### src/rtl/cg_pkg.sv
package cg_pkg;
    localparam int NDOM      = 5;
    localparam int DIV_W     = 8;
    localparam int IDX_CPU   = 0;
    localparam int IDX_BUS   = 1;
    localparam int IDX_PBUS  = 2;
    localparam int IDX_FAB   = 3;
    localparam int IDX_FABIF = 4;
    localparam int SEL_W     = $clog2(NDOM + 1);

    // reset ratios, processor in the low byte
    localparam logic [NDOM*DIV_W-1:0] DIV_RESET =
        {8'd13, 8'd2, 8'd2, 8'd2, 8'd1};

    typedef enum logic [1:0] {
        M_NORMAL = 2'd0,
        M_BYPASS = 2'd1,
        M_DEBUG  = 2'd2
    } mode_e;

    typedef enum logic {
        DV_RUN   = 1'b0,
        DV_GATED = 1'b1
    } dv_state_e;
endpackage

### src/rtl/cg_mode_fsm.sv
module cg_mode_fsm
    import cg_pkg::*;
#(
    parameter logic [3:0] BYPASS_CODE = 4'b1001
) (
    input  logic       clk,
    input  logic       rst_n,
    input  logic [3:0] test_pins,
    input  logic       dbg_req,
    output logic       use_ext,
    output logic       gate_on
);
    mode_e state_q, state_d;

    always_comb begin
        if (test_pins == BYPASS_CODE) begin
            state_d = M_BYPASS;
        end else if (dbg_req) begin
            state_d = M_DEBUG;
        end else begin
            state_d = M_NORMAL;
        end
    end

    always_ff @(posedge clk or negedge rst_n) begin
        if (!rst_n) begin
            state_q <= M_NORMAL;
        end else begin
            state_q <= state_d;
        end
    end

    always_comb begin
        use_ext = 1'b0;
        gate_on = 1'b0;
        unique case (state_q)
            M_NORMAL: begin
                use_ext = 1'b0;
                gate_on = 1'b0;
            end
            M_BYPASS: begin
                use_ext = 1'b1;
                gate_on = 1'b0;
            end
            M_DEBUG: begin
                use_ext = 1'b0;
                gate_on = 1'b1;
            end
            default: begin
                use_ext = 1'b0;
                gate_on = 1'b0;
            end
        endcase
    end
endmodule

### src/rtl/cg_regs.sv
module cg_regs
    import cg_pkg::*;
#(
    parameter int N_DOM = NDOM,
    parameter int W     = DIV_W,
    parameter int SW    = SEL_W,
    parameter logic [N_DOM*W-1:0] RESET_VALS = DIV_RESET
) (
    input  logic             clk,
    input  logic             rst_n,
    input  logic             wr_en,
    input  logic [SW-1:0]    wr_sel,
    input  logic [W-1:0]     wr_data,
    output logic [N_DOM*W-1:0] shadow
);
    localparam logic [W-1:0] ONE = W'(1);

    logic [W-1:0] wr_clamped;
    assign wr_clamped = (wr_data == '0) ? ONE : wr_data;

    for (genvar i = 0; i < N_DOM; i++) begin : g_reg
        logic [W-1:0] val_q;
        always_ff @(posedge clk or negedge rst_n) begin
            if (!rst_n) begin
                val_q <= RESET_VALS[i*W +: W];
            end else if (wr_en && (wr_sel == SW'(i))) begin
                val_q <= wr_clamped;
            end
        end
        assign shadow[i*W +: W] = val_q;
    end
endmodule

### src/rtl/cg_divider.sv
module cg_divider
    import cg_pkg::*;
#(
    parameter int           W       = DIV_W,
    parameter logic [W-1:0] DIV_RST = W'(1)
) (
    input  logic         clk,
    input  logic         rst_n,
    input  logic         tick,
    input  logic         gate_req,
    input  logic [W-1:0] div_next,
    output logic         en
);
    dv_state_e    state_q;
    logic [W-1:0] cnt_q;
    logic [W-1:0] cur_q;
    logic [W-1:0] last;
    logic         term;

    assign last = (cur_q <= W'(1)) ? '0 : cur_q - W'(1);
    assign term = tick && (cnt_q >= last);

    // state register: decisions only on a period boundary
    always_ff @(posedge clk or negedge rst_n) begin
        if (!rst_n) begin
            state_q <= DV_RUN;
        end else if (term) begin
            unique case (state_q)
                DV_RUN:   if (gate_req)  state_q <= DV_GATED;
                DV_GATED: if (!gate_req) state_q <= DV_RUN;
                default:  state_q <= DV_RUN;
            endcase
        end
    end

    // period counter, ratio reload at terminal count
    always_ff @(posedge clk or negedge rst_n) begin
        if (!rst_n) begin
            cnt_q <= '0;
            cur_q <= DIV_RST;
        end else if (tick) begin
            if (term) begin
                cnt_q <= '0;
                cur_q <= div_next;
            end else begin
                cnt_q <= cnt_q + W'(1);
            end
        end
    end

    always_comb begin
        en = 1'b0;
        unique case (state_q)
            DV_RUN:   en = term;
            DV_GATED: en = 1'b0;
            default:  en = 1'b0;
        endcase
    end
endmodule

### src/rtl/cg_clkgen.sv
module cg_clkgen
    import cg_pkg::*;
#(
    parameter logic [3:0]      BYPASS_CODE = 4'b1001,
    parameter logic [NDOM-1:0] GATE_MASK   = 5'b11100
) (
    input  logic       clk,
    input  logic       rst_n,
    input  logic       pll_tick,
    input  logic       ext_tick,
    input  logic [3:0] test_pins,
    input  logic       dbg_req,
    input  logic       wr_en,
    input  logic [2:0] wr_sel,
    input  logic [7:0] wr_data,
    output logic       en_cpu,
    output logic       en_bus,
    output logic       en_pbus,
    output logic       en_fab,
    output logic       en_fabif
);
    logic                  use_ext;
    logic                  gate_on;
    logic                  ref_tick;
    logic                  bus_en_w;
    logic [NDOM*DIV_W-1:0] shadow;
    logic [NDOM-1:0]       dom_en;

    cg_mode_fsm #(.BYPASS_CODE(BYPASS_CODE)) u_mode (
        .clk       (clk),
        .rst_n     (rst_n),
        .test_pins (test_pins),
        .dbg_req   (dbg_req),
        .use_ext   (use_ext),
        .gate_on   (gate_on)
    );

    assign ref_tick = use_ext ? ext_tick : pll_tick;

    cg_regs #(
        .N_DOM      (NDOM),
        .W          (DIV_W),
        .SW         (SEL_W),
        .RESET_VALS (DIV_RESET)
    ) u_regs (
        .clk     (clk),
        .rst_n   (rst_n),
        .wr_en   (wr_en),
        .wr_sel  (wr_sel),
        .wr_data (wr_data),
        .shadow  (shadow)
    );

    for (genvar i = 0; i < NDOM; i++) begin : g_dom
        logic tick_i;
        logic en_i;

        if (i == IDX_PBUS) begin : g_from_bus
            assign tick_i = bus_en_w;
        end else begin : g_from_ref
            assign tick_i = ref_tick;
        end

        cg_divider #(
            .W       (DIV_W),
            .DIV_RST (DIV_RESET[i*DIV_W +: DIV_W])
        ) u_div (
            .clk      (clk),
            .rst_n    (rst_n),
            .tick     (tick_i),
            .gate_req (gate_on && GATE_MASK[i]),
            .div_next (shadow[i*DIV_W +: DIV_W]),
            .en       (en_i)
        );

        if (i == IDX_BUS) begin : g_bus_tap
            assign bus_en_w = en_i;
        end

        assign dom_en[i] = en_i;
    end

    assign en_cpu   = dom_en[IDX_CPU];
    assign en_bus   = dom_en[IDX_BUS];
    assign en_pbus  = dom_en[IDX_PBUS];
    assign en_fab   = dom_en[IDX_FAB];
    assign en_fabif = dom_en[IDX_FABIF];
endmodule

### config.mk
export PLATFORM = sky130hd
export DESIGN_NAME = cg_clkgen
export DESIGN_NICKNAME = d
export VERILOG_FILES = /design/src/rtl/cg_pkg.sv /design/src/rtl/cg_mode_fsm.sv /design/src/rtl/cg_regs.sv /design/src/rtl/cg_divider.sv /design/src/rtl/cg_clkgen.sv
export SDC_FILE = /design/constraint.sdc
export NUM_CORES = 1
export LEC_CHECK = 0
export CORE_MARGIN = 3
export CORE_UTILIZATION = 60
export CTS_CLUSTER_DIAMETER = 50
export CTS_CLUSTER_SIZE = 14
export DETAILED_ROUTE_END_ITERATION = 8
export GPL_TIMING_DRIVEN = 0
export HOLD_SLACK_MARGIN = 0.08
export PLACE_DENSITY = 0.83
export SYNTH_ARGS = -nofsm -noshare
export SYNTH_HDL_FRONTEND = slang
export SYNTH_SLANG_ARGS = --single-unit
### constraint.sdc
create_clock -name clk -period 4.7 [get_ports clk]
set_clock_uncertainty 0.1 [all_clocks]
set_input_delay 0.94 -clock clk [delete_from_list [all_inputs] [get_ports clk]]
set_output_delay 0.94 -clock clk [all_outputs]
set_load 0.02 [all_outputs]
==> metrics.md, run 1 <==
| Metric | Value |
|---|---|
| Sequential power share | `0.304` |
| Ys Warns | `0` |
| Chip width | `115 um` |
| CTS buffer count | `17` |
| Total routed wirelength | `16300 um` |
| Placed Area | `7560 um2` |
| WL per Instance | `18.4 um` |
| Nets | `806` |
| Critical path class | `reg -> out` |
| Nature of the critical path endpoint | `output port` |
| Gr ovfl total | `0` |
| Largest net degree at the start of global routing | `106` |
| Fin area | `8360 um2` |
| Ports | `26` |
| Area of the die | `13200 um2` |
| CTS Hold Bufs | `0` |
| Post-Syn Area per Cell | `10.6 um2` |
| Post-synthesis sequential area ratio | `0.443` |
| Max-slew violations | `0` |
| #FFs+latches synth | `125` |
| Starting DRT DRC Count | `340` |
| Initial Util | `0.617` |
| Core Area | `11500 um2` |
| Vias | `5491` |
| Flop2flop setup slack | `1.02 ns` |
| Synthesis-to-finish area growth | `17.6%` |
| Layout cells sized above 1 | `0.241` |
| Worst R2R Path Depth | `12` |
| Row count | `39` |
| Status | `finished clean` |
| Most common flop cell mapped by yosys | `dfrtp_1` |
| Slew HR | `0.411` |
| Synth Net Count | `748` |
| Antenna viol nets, final | `0` |
| DRC Markers | `0` |
| Number of iterations in the first detailed-routing pass | `5` |
| DP HPWL | `10700 um` |
| Largest cells by area after synthesis | `dfrtp_1 (39%), mux2_2 (13%), ha_1 (9.7%)` |
| Int Power | `3.83 mW` |
| Reg-to-Reg End | `g_dom[2].u_div.cnt_q[4]` |
| Clock Latency Late Sink | `0.42 ns` |
| Worst EP arrival | `3.54 ns` |
| Setup ws final | `0.121 ns` |
| Combinational fraction of design power | `0.483` |
| Clk root buf | `clkbuf_16` |
| Inst Count DP | `840` |
| Hold WS | `0.263 ns` |
| Leak | `3.74 nW` |
| Ant diodes | `0` |
| P_sw | `2.53 mW` |
| Number of port buffers | `24` |
| RSZ-0062 raised after global routing | `true` |
| Max cap viols | `0` |
| Final setup vio count | `0` |
| Yosys top cell area share | `0.391` |
| Synth unique cells | `55` |
| Fmax | `218 MHz` |
| Vias in the first global route | `5593` |
| Die Height | `115 um` |
| Power, Total | `6.36 mW` |
| Worst-path maximum fanout | `7` |
| Final GP Congestion | `0.865` |
| Via density | `6.20` |
| Netlist Area Pre-Place | `7110 um2` |
| Worst hold path class | `in -> async` |
| EDFF count, synth | `0` |
| PwrDens | `761 nW/um2` |
| Reg-to-reg critical path startpoint | `g_dom[1].u_div.cur_q[3]` |
| Worst vdd ir | `0.000617 V` |
| Minimum clock period | `4.58 ns` |
| Global-route wire length before repair | `27200 um` |
| Final Hold Viols | `0` |
| Actual slew at the worst max-slew pin | `0.858 ns` |
| Cells after Synth | `672` |
| Clock network power share | `0.213` |
| Setup WS pre-CTS | `-0.411 ns` |
| Switching Share | `0.398` |
| H-tree depth | `4` |
| Initial antenna violation count | `0` |
| Synth area leader | `dfrtp_1` |
| Crit share post-route | `0.974` |
| CTS tree | `built` |
| Worst setup SP type | `register` |
| Overall Global Routing Usage | `0.260` |
| CP required | `3.66 ns` |
| Max clock buf depth | `2` |
| Final Non-Filler Cells | `886` |
| Async S/R FF share, synth | `1.00` |
| Clock transition at the registers of the reported paths | `0.06 ns` |
| CTS Sinks | `125` |
## layer usage
metal  share of wire  wire length (um)  GRT usage
met1            0.42              6850      0.327
met2            0.50              8230      0.432
met3           0.049               795     0.0595
met5               0                 0          0
met4           0.027               441      0.113
## through the flow
stage	TNS, ns	util
2_1_floorplan	0	-
3_3_place_gp	-228.94	0.654
3_5_place_dp	-0.782	0.656
4_1_cts	0	0.717
5_1_grt	-0.00371	0.726
6_report	0	0.726
## Yosys cell counts, drive strengths merged, types with 2 or more instances
master	instances
a21oi	30
o211ai	6
xnor2	10
buf	9
o311ai	2
nor3	27
or3	12
or2	3
nor2b	7
nor4	3
o21a	6
a22o	8
and2	5
nand2	81
nor3b	3
nor2	36
ha	55
dfrtp	111
o22a	2
nor4b	5
o21ai	19
nand2b	10
nand4	11
a31oi	3
o2111ai	9
a21o	2
nand3	22
xor2	27
and3	4
dfstp	14
clkbuf	9
mux2	83
inv	21
mux2i	5
## timing repair
| item | in CTS | in global routing |
|---|---|---|
| endpoints found under the hold margin | 0 | 0 |
| endpoints found under the setup margin | 5 | 5 |
| gates resized for setup | 24 | 18 |
| setup buffers | 5 | 11 |
| pin swaps | 2 | 7 |
## final cells by class
cell class	instances	area [um2]
Multi-Input combinational cell	508	3870
Fill cell	707	3160
Sequential cell	125	3150
Clock buffer	21	470
Timing Repair Buffer	41	377
Tap cell	143	179
Clock inverter	11	141
Buffer	16	98.8
Inverter	21	78.8
## how the worst max path moves through the flow
stage                             from                 endpoint  slack [ns]  cells past startpoint
2_1_floorplan  g_dom[4].u_div.cur_q[4]                 en_fabif        0.49                     12
3_3_place_gp                     rst_n  g_dom[2].u_div.cnt_q[6]       -2.00                      1
3_5_place_dp   g_dom[4].u_div.cur_q[4]                 en_fabif       -0.41                     13
4_1_cts        g_dom[3].u_div.cur_q[1]                   en_fab        0.02                     12
5_1_grt        g_dom[1].u_div.cur_q[3]                  en_pbus      -0.004                     13
6_report       g_dom[1].u_div.cur_q[3]                  en_pbus        0.12                     12
## power by group through the flow
| stage | Sequential, mW | Combinational (mW) | Clock [mW] |
|---|---|---|---|
| 2_1_floorplan | 1.80 | 2.14 | 0 |
| 3_3_place_gp | 1.89 | 2.50 | 0 |
| 3_5_place_dp | 1.92 | 2.71 | 0 |
| 4_1_cts | 1.92 | 2.92 | 1.36 |
| 5_1_grt | 1.99 | 3.42 | 1.41 |
| 6_report | 1.94 | 3.07 | 1.35 |
## worst max-delay path: stages, from the launching register on
cell and delay (ns):
dfrtp_1 0.39, or3_1 0.42, or3_1 0.37, or3_4 0.42, and2_1 0.18, ha_1 0.26, a31oi_1 0.07, nor2b_1 0.20
o211ai_2 0.17, buf_6 0.16, a21oi_4 0.17, nor2b_4 0.16, buf_4 0.14
## flip-flops by register name, summed over array words and instances (netlist names)
| signal | cells |
|---|---|
| u_mode.state_q | 2 |
| g_dom.u_div.state_q | 3 |
| g_dom.u_div.cnt_q | 40 |
| u_regs.g.val_q | 40 |
| g_dom.u_div.cur_q | 40 |
## placed cells by master (no fill, tap or decap), types with 4 or more instances in the layout
| cell type | netlist | final |
|---|---|---|
| clkinv_2 | 0 | 4 |
| nor2_1 | 36 | 36 |
| mux2_2 | 82 | 82 |
| nand3_1 | 22 | 22 |
| buf_4 | 3 | 20 |
| a21oi_1 | 29 | 27 |
| dfstp_2 | 14 | 14 |
| nor3_1 | 26 | 24 |
| clkbuf_16 | 0 | 17 |
| o211ai_1 | 5 | 5 |
| xnor2_1 | 10 | 10 |
| nand2b_1 | 10 | 10 |
| xor2_1 | 27 | 27 |
| o21a_1 | 6 | 4 |
| mux2i_1 | 5 | 5 |
| nand2_1 | 81 | 80 |
| clkdlybuf4s50_1 | 0 | 18 |
| and2_1 | 5 | 5 |
| o21ai_0 | 19 | 17 |
| nand4_1 | 11 | 11 |
| and3_1 | 4 | 4 |
| clkbuf_1 | 6 | 7 |
| nor4b_1 | 5 | 5 |
| ha_1 | 55 | 55 |
| nor2b_1 | 6 | 5 |
| or3_1 | 12 | 10 |
| o2111ai_1 | 9 | 9 |
| buf_6 | 0 | 4 |
| a22o_1 | 8 | 8 |
| dfrtp_1 | 111 | 111 |
| inv_1 | 21 | 21 |
| buf_2 | 6 | 4 |
## logic make-up after synthesis
kind of cell	after synthesis	synth area share
buffers and inverters	39	0.0238
AOI/OAI and AO/OA	96	0.0926
and+or+nand+nor	232	0.160
DFF	125	0.443
xor gates and xnor gates	37	0.0456
adders and majority gates	55	0.0968
muxes	88	0.139
Power figures use the tool's default switching activity.
==> run 2: changes to the inputs <==
Settings changed: ABC_CLOCK_PERIOD_IN_PS from default to 4700.
==> results of run 2 <==
Final layout, timing and power as in run 1 (identical DEF).
